File: config.mk
export PLATFORM = sky130hd
export DESIGN_NAME = sprite_line_writer
export DESIGN_NICKNAME = d
export VERILOG_FILES = /design/src/rtl/slw_pkg.sv /design/src/rtl/slw_unpacker.sv /design/src/rtl/slw_line_ram.sv /design/src/rtl/slw_swap_ctrl.sv /design/src/rtl/sprite_line_writer.sv
export SDC_FILE = /design/constraint.sdc
export NUM_CORES = 2
export LEC_CHECK = 0
export BUFFER_PORTS_ARGS = -buffer_cell sky130_fd_sc_hd__buf_2
export CAP_MARGIN = 20
export CELL_PAD_IN_SITES_DETAIL_PLACEMENT = 1
export CELL_PAD_IN_SITES_GLOBAL_PLACEMENT = 2
export CORE_UTILIZATION = 50
export DETAILED_ROUTE_END_ITERATION = 8
export GPL_TIMING_DRIVEN = 0
export PLACE_DENSITY_LB_ADDON = 0.1
export SYNTH_ARGS = -nofsm -noshare
export SYNTH_HDL_FRONTEND = slang
export SYNTH_SLANG_ARGS = --single-unit
File: constraint.sdc
create_clock -name clk -period 7.8 [get_ports clk]
set_input_delay 1.17 -clock clk [delete_from_list [all_inputs] [get_ports clk]]
set_output_delay 1.17 -clock clk [all_outputs]
set_load 0.05 [all_outputs]
File: src/rtl/slw_pkg.sv
// Package: shared constants, the packing-mode type and the word packer.
// Assumes five-bit buffer words and eight-bit graphics bytes.
package slw_pkg;
    localparam int LINE_WORDS_DEF = 160;
    localparam int WORD_W         = 5;
    localparam int PAL_W          = 3;
    localparam int GFX_W          = 8;

    typedef enum logic {
        PACK_QUAD = 1'b0,
        PACK_PAIR = 1'b1
    } pack_mode_e;

    // Build word number k of a graphics byte in the given packing mode.
    function automatic logic [WORD_W-1:0] pack_word(
        input pack_mode_e       m,
        input logic [PAL_W-1:0] p,
        input logic [GFX_W-1:0] g,
        input logic [1:0]       k
    );
        logic [WORD_W-1:0] w;
        if (m == PACK_QUAD) begin
            unique case (k)
                2'd0:    w = {p, g[7:6]};
                2'd1:    w = {p, g[5:4]};
                2'd2:    w = {p, g[3:2]};
                default: w = {p, g[1:0]};
            endcase
        end else begin
            if (k[0] == 1'b0) w = {p[2], g[3:2], g[7:6]};
            else              w = {p[2], g[1:0], g[5:4]};
        end
        return w;
    endfunction
endpackage

File: src/rtl/slw_unpacker.sv
// Unpacker: latches one accepted graphics byte and emits its words, one per
// cycle, with incrementing addresses. Transparent words and words past the
// end of the line produce no write strobe.
// Assumes the downstream buffer accepts a write every cycle.
module slw_unpacker
    import slw_pkg::*;
#(
    parameter int LINE_WORDS = LINE_WORDS_DEF,
    parameter int ADDR_W     = $clog2(LINE_WORDS)
) (
    input  logic                clk,
    input  logic                rst_n,
    input  logic                in_valid,
    input  logic [GFX_W-1:0]    in_byte,
    input  logic [PAL_W-1:0]    in_pal,
    input  logic                in_mode,
    input  logic [ADDR_W-1:0]   in_hpos,
    output logic                in_ready,
    output logic                busy,
    output logic                last,
    output logic                wr_en,
    output logic [ADDR_W-1:0]   wr_addr,
    output logic [WORD_W-1:0]   wr_data
);
    localparam logic [ADDR_W:0] LIMIT = LINE_WORDS[ADDR_W:0];

    logic [GFX_W-1:0]  byte_q;
    logic [PAL_W-1:0]  pal_q;
    pack_mode_e        mode_q;
    logic [ADDR_W-1:0] base_q;
    logic [1:0]        idx_q;
    logic              busy_q;
    logic [ADDR_W:0]   addr_full;
    logic [1:0]        last_idx;

    // Capture a byte on handshake and step through its words.
    always_ff @(posedge clk) begin
        if (!rst_n) begin
            byte_q <= '0;
            pal_q  <= '0;
            mode_q <= PACK_QUAD;
            base_q <= '0;
            idx_q  <= '0;
            busy_q <= 1'b0;
        end else if (!busy_q) begin
            if (in_valid) begin
                byte_q <= in_byte;
                pal_q  <= in_pal;
                mode_q <= pack_mode_e'(in_mode);
                base_q <= in_hpos;
                idx_q  <= '0;
                busy_q <= 1'b1;
            end
        end else if (last) begin
            busy_q <= 1'b0;
            idx_q  <= '0;
        end else begin
            idx_q <= idx_q + 2'd1;
        end
    end

    // Word generation, address range test and transparency test.
    always_comb begin
        last_idx  = (mode_q == PACK_QUAD) ? 2'd3 : 2'd1;
        addr_full = {1'b0, base_q} + {{(ADDR_W-1){1'b0}}, idx_q};
        wr_data   = pack_word(mode_q, pal_q, byte_q, idx_q);
        wr_addr   = addr_full[ADDR_W-1:0];
        wr_en     = busy_q && (addr_full < LIMIT) && (wr_data[1:0] != 2'b00);
        last      = busy_q && (idx_q == last_idx);
        busy      = busy_q;
        in_ready  = !busy_q;
    end

    // Two-word mode never steps past its second word.
    assert_pair_span_R3: assert property (@(posedge clk) disable iff (!rst_n)
        (busy_q && mode_q == PACK_PAIR) |-> (idx_q <= 2'd1));

    // A byte accepted in four-word mode keeps the unpacker busy next cycle.
    assert_quad_hold_R2: assert property (@(posedge clk) disable iff (!rst_n)
        (in_valid && in_ready && !in_mode) |=> (busy && !last));
endmodule

File: src/rtl/slw_line_ram.sv
// Line buffer: one line of five-bit words with a write port and a
// read port whose read can also clear the addressed word.
// Assumes the write and the clear never target this buffer in the same cycle.
module slw_line_ram
    import slw_pkg::*;
#(
    parameter int LINE_WORDS = LINE_WORDS_DEF,
    parameter int ADDR_W     = $clog2(LINE_WORDS)
) (
    input  logic              clk,
    input  logic              rst_n,
    input  logic              wr_en,
    input  logic [ADDR_W-1:0] wr_addr,
    input  logic [WORD_W-1:0] wr_data,
    input  logic              clr_en,
    input  logic [ADDR_W-1:0] rd_addr,
    output logic [WORD_W-1:0] rd_word
);
    logic [WORD_W-1:0] mem [LINE_WORDS];

    // Storage: reset to background, then write or clear one word.
    always_ff @(posedge clk) begin
        if (!rst_n) begin
            for (int i = 0; i < LINE_WORDS; i++) mem[i] <= '0;
        end else if (wr_en) begin
            mem[wr_addr] <= wr_data;
        end else if (clr_en) begin
            mem[rd_addr] <= '0;
        end
    end

    // Asynchronous read, zero outside the line.
    always_comb begin
        rd_word = (int'(rd_addr) < LINE_WORDS) ? mem[rd_addr] : '0;
    end

    assert_no_clear_ram_write_R6: assert property (@(posedge clk) disable iff (!rst_n)
        !(wr_en && clr_en));
    assert_opaque_only_R4: assert property (@(posedge clk) disable iff (!rst_n)
        wr_en |-> (wr_data[1:0] != 2'b00));
    assert_write_in_line_R5: assert property (@(posedge clk) disable iff (!rst_n)
        wr_en |-> (int'(wr_addr) < LINE_WORDS));
endmodule

File: src/rtl/slw_swap_ctrl.sv
// Swap control: holds the write-side buffer select and defers a swap
// request until the byte being unpacked has written its last word.
// Assumes line_swap is a single-cycle pulse.
module slw_swap_ctrl (
    input  logic clk,
    input  logic rst_n,
    input  logic line_swap,
    input  logic unp_busy,
    input  logic unp_last,
    output logic wsel
);
    logic pending_q;
    logic do_swap;

    // A swap may happen when idle or on the last word of a byte.
    always_comb begin
        do_swap = (line_swap || pending_q) && (!unp_busy || unp_last);
    end

    // Buffer select toggle and pending-request bookkeeping.
    always_ff @(posedge clk) begin
        if (!rst_n) begin
            wsel      <= 1'b0;
            pending_q <= 1'b0;
        end else if (do_swap) begin
            wsel      <= ~wsel;
            pending_q <= 1'b0;
        end else if (line_swap) begin
            pending_q <= 1'b1;
        end
    end

    assert_hold_mid_byte_R8: assert property (@(posedge clk) disable iff (!rst_n)
        (unp_busy && !unp_last) |=> $stable(wsel));
    assert_idle_swap_R7: assert property (@(posedge clk) disable iff (!rst_n)
        (line_swap && !unp_busy) |=> (wsel != $past(wsel)));
endmodule

File: src/rtl/sprite_line_writer.sv
// Top: two line buffers in ping-pong, the byte unpacker on the write side and
// a registered read-and-clear port on the other side.
// Assumes one read request per cycle at most.
module sprite_line_writer
    import slw_pkg::*;
#(
    parameter int LINE_WORDS = LINE_WORDS_DEF,
    parameter int ADDR_W     = $clog2(LINE_WORDS)
) (
    input  logic              clk,
    input  logic              rst_n,
    input  logic              gfx_valid,
    input  logic [7:0]        gfx_byte,
    input  logic [2:0]        gfx_pal,
    input  logic              gfx_mode,
    input  logic [ADDR_W-1:0] gfx_hpos,
    output logic              gfx_ready,
    input  logic              line_swap,
    input  logic              rd_en,
    input  logic [ADDR_W-1:0] rd_addr,
    output logic [4:0]        rd_data
);
    localparam int NBUF = 2;

    logic              unp_busy, unp_last, unp_we;
    logic [ADDR_W-1:0] unp_addr;
    logic [WORD_W-1:0] unp_data;
    logic              wsel;
    logic              rd_in_line;
    logic [WORD_W-1:0] buf_word [NBUF];
    logic [WORD_W-1:0] rd_word;

    slw_unpacker #(.LINE_WORDS(LINE_WORDS), .ADDR_W(ADDR_W)) u_unp (
        .clk(clk), .rst_n(rst_n),
        .in_valid(gfx_valid), .in_byte(gfx_byte), .in_pal(gfx_pal),
        .in_mode(gfx_mode), .in_hpos(gfx_hpos), .in_ready(gfx_ready),
        .busy(unp_busy), .last(unp_last),
        .wr_en(unp_we), .wr_addr(unp_addr), .wr_data(unp_data)
    );

    slw_swap_ctrl u_swap (
        .clk(clk), .rst_n(rst_n), .line_swap(line_swap),
        .unp_busy(unp_busy), .unp_last(unp_last), .wsel(wsel)
    );

    // Read request lies inside the line.
    always_comb rd_in_line = int'(rd_addr) < LINE_WORDS;

    for (genvar b = 0; b < NBUF; b++) begin : g_buf
        slw_line_ram #(.LINE_WORDS(LINE_WORDS), .ADDR_W(ADDR_W)) u_ram (
            .clk(clk), .rst_n(rst_n),
            .wr_en(unp_we && (wsel == b[0])),
            .wr_addr(unp_addr), .wr_data(unp_data),
            .clr_en(rd_en && rd_in_line && (wsel != b[0])),
            .rd_addr(rd_addr), .rd_word(buf_word[b])
        );
    end

    // Select the read-side buffer.
    always_comb rd_word = wsel ? buf_word[0] : buf_word[1];

    // Register read data; out-of-line reads return zero.
    always_ff @(posedge clk) begin
        if (!rst_n)     rd_data <= '0;
        else if (rd_en) rd_data <= rd_in_line ? rd_word : '0;
    end

    assert_ready_drops_R9: assert property (@(posedge clk) disable iff (!rst_n)
        (gfx_valid && gfx_ready) |=> !gfx_ready);
    assert_out_of_line_read_R10: assert property (@(posedge clk) disable iff (!rst_n)
        (rd_en && !rd_in_line) |=> (rd_data == '0));
endmodule

* Word-level counts from Yosys, hierarchy flattened
Memories as Yosys holds them, arrays and structs flattened.
Cells that the tools add are included.
** Word-level totals
- Bits in registers :: 30
- RAM bits :: 1600
- Input port bits :: 33
- Memories :: 2
** Operators by class
- Add/subtract/negate cells :: 2
- Magnitude comparators :: 2
- Equal/unequal tests :: 3
- Muxes and demuxes :: 39
- Bitwise operators :: 3
- Reductions and logical operators :: 21
** Memory list
- g_buf[0].u_ram.mem :: words 160, width 5, rd ports 1, clocked after Yosys merged registers in 0, wr ports 160, line slw_line_ram.sv:19 : logic [WORD_W-1:0] mem [LINE_WORDS];
- g_buf[1].u_ram.mem :: words 160, width 5, rd ports 1, clocked after Yosys merged registers in 0, wr ports 160, line slw_line_ram.sv:19
** Operators by type and width (number)
- two-way mux 8 bit :: 4
- two-way mux 5 bit :: 6
- two-way mux 1 bit :: 22
- OR reduction 5 bit :: 4
- adder 8 x 2 -> 9 bit :: 1
- logical AND 1 bit :: 9
- < comparator 9 x 8 -> 1 bit (second input constant) :: 1
- < comparator 8 bit (second input constant) :: 1
- two-way mux 2 bit :: 4
- two-way mux 4 bit :: 2
- case mux 2 bit (3 select lines) :: 1
- nonzero test 2 bit :: 2
- inverter 1 bit :: 3
- adder 2 x 1 -> 2 bit (second input constant) :: 1
- equality test 2 x 1 -> 1 bit (second input constant) :: 1
- equality test 2 bit :: 1
- equality test 2 bit (second input constant) :: 1
- zero test 2 bit :: 1
- logical OR 1 bit :: 2
- AND reduction 2 bit :: 1
- OR reduction 2 bit :: 1
- zero test 1 bit :: 1

* Longest topological paths before layout
- Depth in word-level cells :: 12
- Mapped depth :: 13

* By module
Synthesis repeated with hierarchy kept, for this count alone.
** Unflattened totals
- Cells, all modules :: 5532
- Area total of the unflattened synthesis :: 73569.3 µm²
** Modules (own cells, without submodules)
- slw_line_ram :: instances 2, cells each 2666, area each 35955.7 µm², seq. area each 24023.0 µm²
- slw_unpacker :: instances 1, cells each 163, area each 1288.7 µm², seq. area each 460.4 µm²
- sprite_line_writer :: instances 1, cells each 28, area each 279.0 µm², seq. area each 100.1 µm²
- slw_swap_ctrl :: instances 1, cells each 9, area each 90.1 µm², seq. area each 40.0 µm²

* Worst setup path after synthesis
No wires, ideal clock.
- Kind :: input -> register
- From :: input port rd_addr[6]
- To :: memory g_buf[1].u_ram.mem[148][0], data pin
- Setup time :: 141 ps
- Data arrival time :: 5359 ps
- Path slack :: 2300 ps
- Cell stages on the path :: 8
- Buffers on the path :: 3
- Cell sequence :: buf_2 -> o21a_1 -> nor3_1 -> clkbuf_1 -> nor2_1 -> nand2_1 -> buf_2 -> nor2_1
** RTL lines
- start, declared :: line sprite_line_writer.sv:20 : input logic [ADDR_W-1:0] rd_addr,
- end, declared :: line slw_line_ram.sv:19

* Worst setup path in the final report
- From :: input port rd_addr[1]
- To :: register rd_data[4]
** On the way
- Word-level cells in the longest chain between the ends :: 3
- Elaborated cells on any way between the ends :: 5
** RTL lines
- memory read (160 x 5 bit)
- two-way mux 5 bit :: line sprite_line_writer.sv:60 : always_comb rd_word = wsel ? buf_word[0] : buf_word[1];
- two-way mux 5 bit (*) :: line sprite_line_writer.sv:65 : else if (rd_en) rd_data <= rd_in_line ? rd_word : '0;
- end signal, assigned :: line sprite_line_writer.sv:65
- end, declared :: line sprite_line_writer.sv:21 : output logic [4:0] rd_data
Every way passes the cells marked *; elsewhere a longest branch is shown, timed or not.
A chain may end at the register's enable or synchronous reset.

==> results.json <==
{
  "outcome": "completed",
  "final-setup-viol-count": 0,
  "p_leak_nw": 34.8,
  "synth_ff_type": "edfxtp_1",
  "synthAdderAreaFrac_pct": 0.106,
  "finalPower_mw": 25.7,
  "drt-total-wl_um": 452000,
  "synth_edf_count": 2016,
  "holdBufCountCts": 0,
  "io-pin-count": 39,
  "firstDrtPassIters": 6,
  "synth_compound_area_share_pct": 4.71,
  "clk_latency_ns": 0.92,
  "synth_seq_cells": 2046,
  "crit_arrival_ns": 8.44,
  "hp-class": "reg2reg",
  "h-tree-depth": 4,
  "drv_slew": 0,
  "avgSynthCellArea_um2": 14.5,
  "timing.fmax_mhz": 130,
  "die_w_um": 425,
  "portBuffers": 33,
  "dieArea_mm2": 0.181,
  "synth.area.mux_share_pct": 13.7,
  "setup.worst_path.end_class": "register",
  "cts_max_path_buffers": 3,
  "vias": 68572,
  "cp.required_ns": 8.54,
  "antenna_found_initial": 70,
  "p_per_area_mw_per_mm2": 249,
  "crit_path_max_fanout": 11,
  "period_share_pct": 98.7,
  "n_fill_cell": 16928,
  "slew_headroom_pct": 7.20,
  "rows": 154,
  "initial_core_util_pct": 50.6,
  "grt_max_degree": 93,
  "hold_violations": 0,
  "synthToLayoutAreaGrowth_pct": 15.5,
  "irDropWorstVdd_v": 0.000282,
  "die_y_um": 425,
  "yosysSeqAreaShare_pct": 68.3,
  "cts_root_buf": "clkbuf_16",
  "cts.sinks": 2046,
  "first_global_vias": 64051,
  "cts.repair.resized": 0,
  "synthXorXnorAreaFrac_pct": 0.0587,
  "detail_route.vias_per_cell": 7.16,
  "maxCapViolCount": 0,
  "gp_congestion": 1.07,
  "grt_pass1_wl_um": 587000,
  "numCtsBuffers": 215,
  "ys_warn_count": 0,
  "finalCriticalPeriod_ns": 7.70,
  "overflow": 0,
  "nets": 7033,
  "cts.clk_slew.worst_paths_ns": 0.07,
  "finalSetupTns_ns": 0,
  "final.setup_skew_ns": 0.0390,
  "post-cts-setup-buffers": 0,
  "async_flop_share_pct": 0,
  "syn_inst": 6164,
  "postRouteAntennaNets": 0,
  "grt_usage_pct": 50.2,
  "finalHoldWorstSlack_ns": 0.476,
  "coreArea_mm2": 0.177,
  "hpwl_um": 317000,
  "syn-cell-area_mm2": 0.0895,
  "layout-drive-gt1-share_pct": 17.1,
  "synth-simple-area-share_pct": 10.1,
  "drc": 0,
  "synth_cell_types": 82,
  "startpoint_type": "primary input",
  "rsz0062_at_grt": "no",
  "tightest_slew_ns": 1.39,
  "drt-initial-drc-count": 13283,
  "tritoncts": "built",
  "detail_route.wl_per_cell_um": 47.2,
  "synth_top_family_by_area": "multiplexers",
  "fin_util_pct": 58.4,
  "criticalPathCategory": "in2reg"
}
sequential cells by signal (all words and copies together), names as in the netlist:
register	flops
g_buf.u_ram.mem	2016
rd_data	5
u_swap.pending_q	1
u_swap.wsel	1
u_unp.base_q	8
u_unp.busy	1
u_unp.byte_q	8
u_unp.idx_q	2
u_unp.mode_q	1
u_unp.pal_q	3
layout make-up:
class	count	area [um2]	area share (%)
plain buffers	580	2690	2.60
multi-input cells	3942	27300	26.5
inverters	11	41.3	0.0399
diodes	69	173	0.167
flip-flops and latches	2046	61100	59.1
clock inverters	124	1110	1.07
repair buffers	197	2390	2.32
clock buffers	263	5560	5.38
well taps	2340	2930	2.83
stage by stage:
stage / setup WS [ns] / instance area, um2 / instances
floorplan: 2.30 / 91100 / 6579
global placement: -3.10 / 94200 / 8952
detailed placement: -0.220 / 96300 / 9078
CTS: 0.696 / 103000 / 9465
global route: 0.742 / 103000 / 9511
finish: 0.0990 / 103000 / 9572
cells by family after synthesis:
group / after synthesis
flops: 2046
other cells: 1
buf+inv: 591
compound gates: 674
simple gates: 2200
xor+xnor: 6
fa+ha+maj: 7
mux: 639
path summary, 6_finish.rpt:
| kind | to | startpoint | slack, ns | depth (start not counted) |
|---|---|---|---|---|
| setup / recovery | rd_data[4] | rd_addr[1] | 0.1 | 12 |
| hold reg to reg | u_unp.pal_q[0] | u_unp.pal_q[0] | 0.48 | 2 |
| setup reg to reg | g_buf[0].u_ram.mem[40][1] | u_unp.idx_q[0] | 1.61 | 12 |
| hold / removal | u_unp.pal_q[0] | u_unp.pal_q[0] | 0.48 | 2 |
Yosys cell counts, drive strengths merged, types with 3 or more instances:
cell type	count	area [um2]
or4	3	22.5
clkbuf	400	1500
nor2b	24	150
o211ai	5	37.5
nand2	313	1190
a21oi	56	303
nor3	183	926
mux2i	163	1640
xor2	3	26.3
xnor2	3	26.3
a21o	4	30.0
a21boi	23	173
nand4	21	131
dfxtp	30	601
and2	12	75.1
a221oi	19	166
or2	10	62.6
nor4	14	124
o32ai	3	26.3
nor3b	5	70.1
o21a	5	37.5
o31ai	41	313
nand3	51	255
mux2	8	90.1
edfxtp	2016	60500
a211oi	14	105
buf	180	1090
a311oi	3	26.3
o2111ai	5	43.8
o21ai	316	1580
a31oi	20	131
o22ai	32	200
nor2	1495	5610
a22oi	70	526
ha	6	75.1
or3	11	68.8
inv	10	37.5
o311ai	4	35.0
nand2b	36	225
a22o	14	123
o221ai	21	184
and3	14	87.6
mux4	468	10600
critical path: stages:
cell and delay (ns):
buf_2 0.38, buf_4 0.64, buf_2 0.99, buf_2 0.86, buf_2 1.01, buf_2 0.97
mux2i_1 0.47, nor2_1 0.12, o21ai_0 0.20, nand3_1 0.26, nor3_1 0.99, o32ai_1 0.23
report_power, final:
group | switching, mW | leakage [nW] | total, mW | internal [mW]
clock | 4.58 | 3.27 | 10.2 | 5.60
combinational | 2.10 | 10.5 | 2.81 | 0.709
sequential | 0.156 | 21.0 | 12.7 | 12.6
metal layers:
layer / track usage, % / share of wire, % / vias up
met5: 0.397 / 0.052 / -
met4: 45.4 / 11 / 34
met3: 23.3 / 16 / 2089
met2: 67.9 / 40 / 7244
met1: 59.2 / 32 / 34594
li1: - / - / 24611
cell usage in the layout, fill, tap and decap left out, drive strengths merged, types with 17 or more instances in the layout:
master / Yosys / routed
inv: 10 / 20
conb: 1 / 416
a21oi: 56 / 56
nand2b: 36 / 36
nand2: 313 / 313
diode: 0 / 69
nand4: 21 / 21
o21ai: 316 / 316
a31oi: 20 / 20
a22oi: 70 / 70
o22ai: 32 / 32
mux2i: 163 / 163
nor3: 183 / 183
bufinv: 0 / 17
nor2b: 24 / 24
nor2: 1495 / 1495
edfxtp: 2016 / 2016
clkinv: 1 / 97
o31ai: 41 / 41
o221ai: 21 / 21
mux4: 468 / 468
dfxtp: 30 / 30
clkbuf: 400 / 679
nand3: 51 / 51
buf: 180 / 361
a221oi: 19 / 19
a21boi: 23 / 23
(Power assumes the default switching activity.)
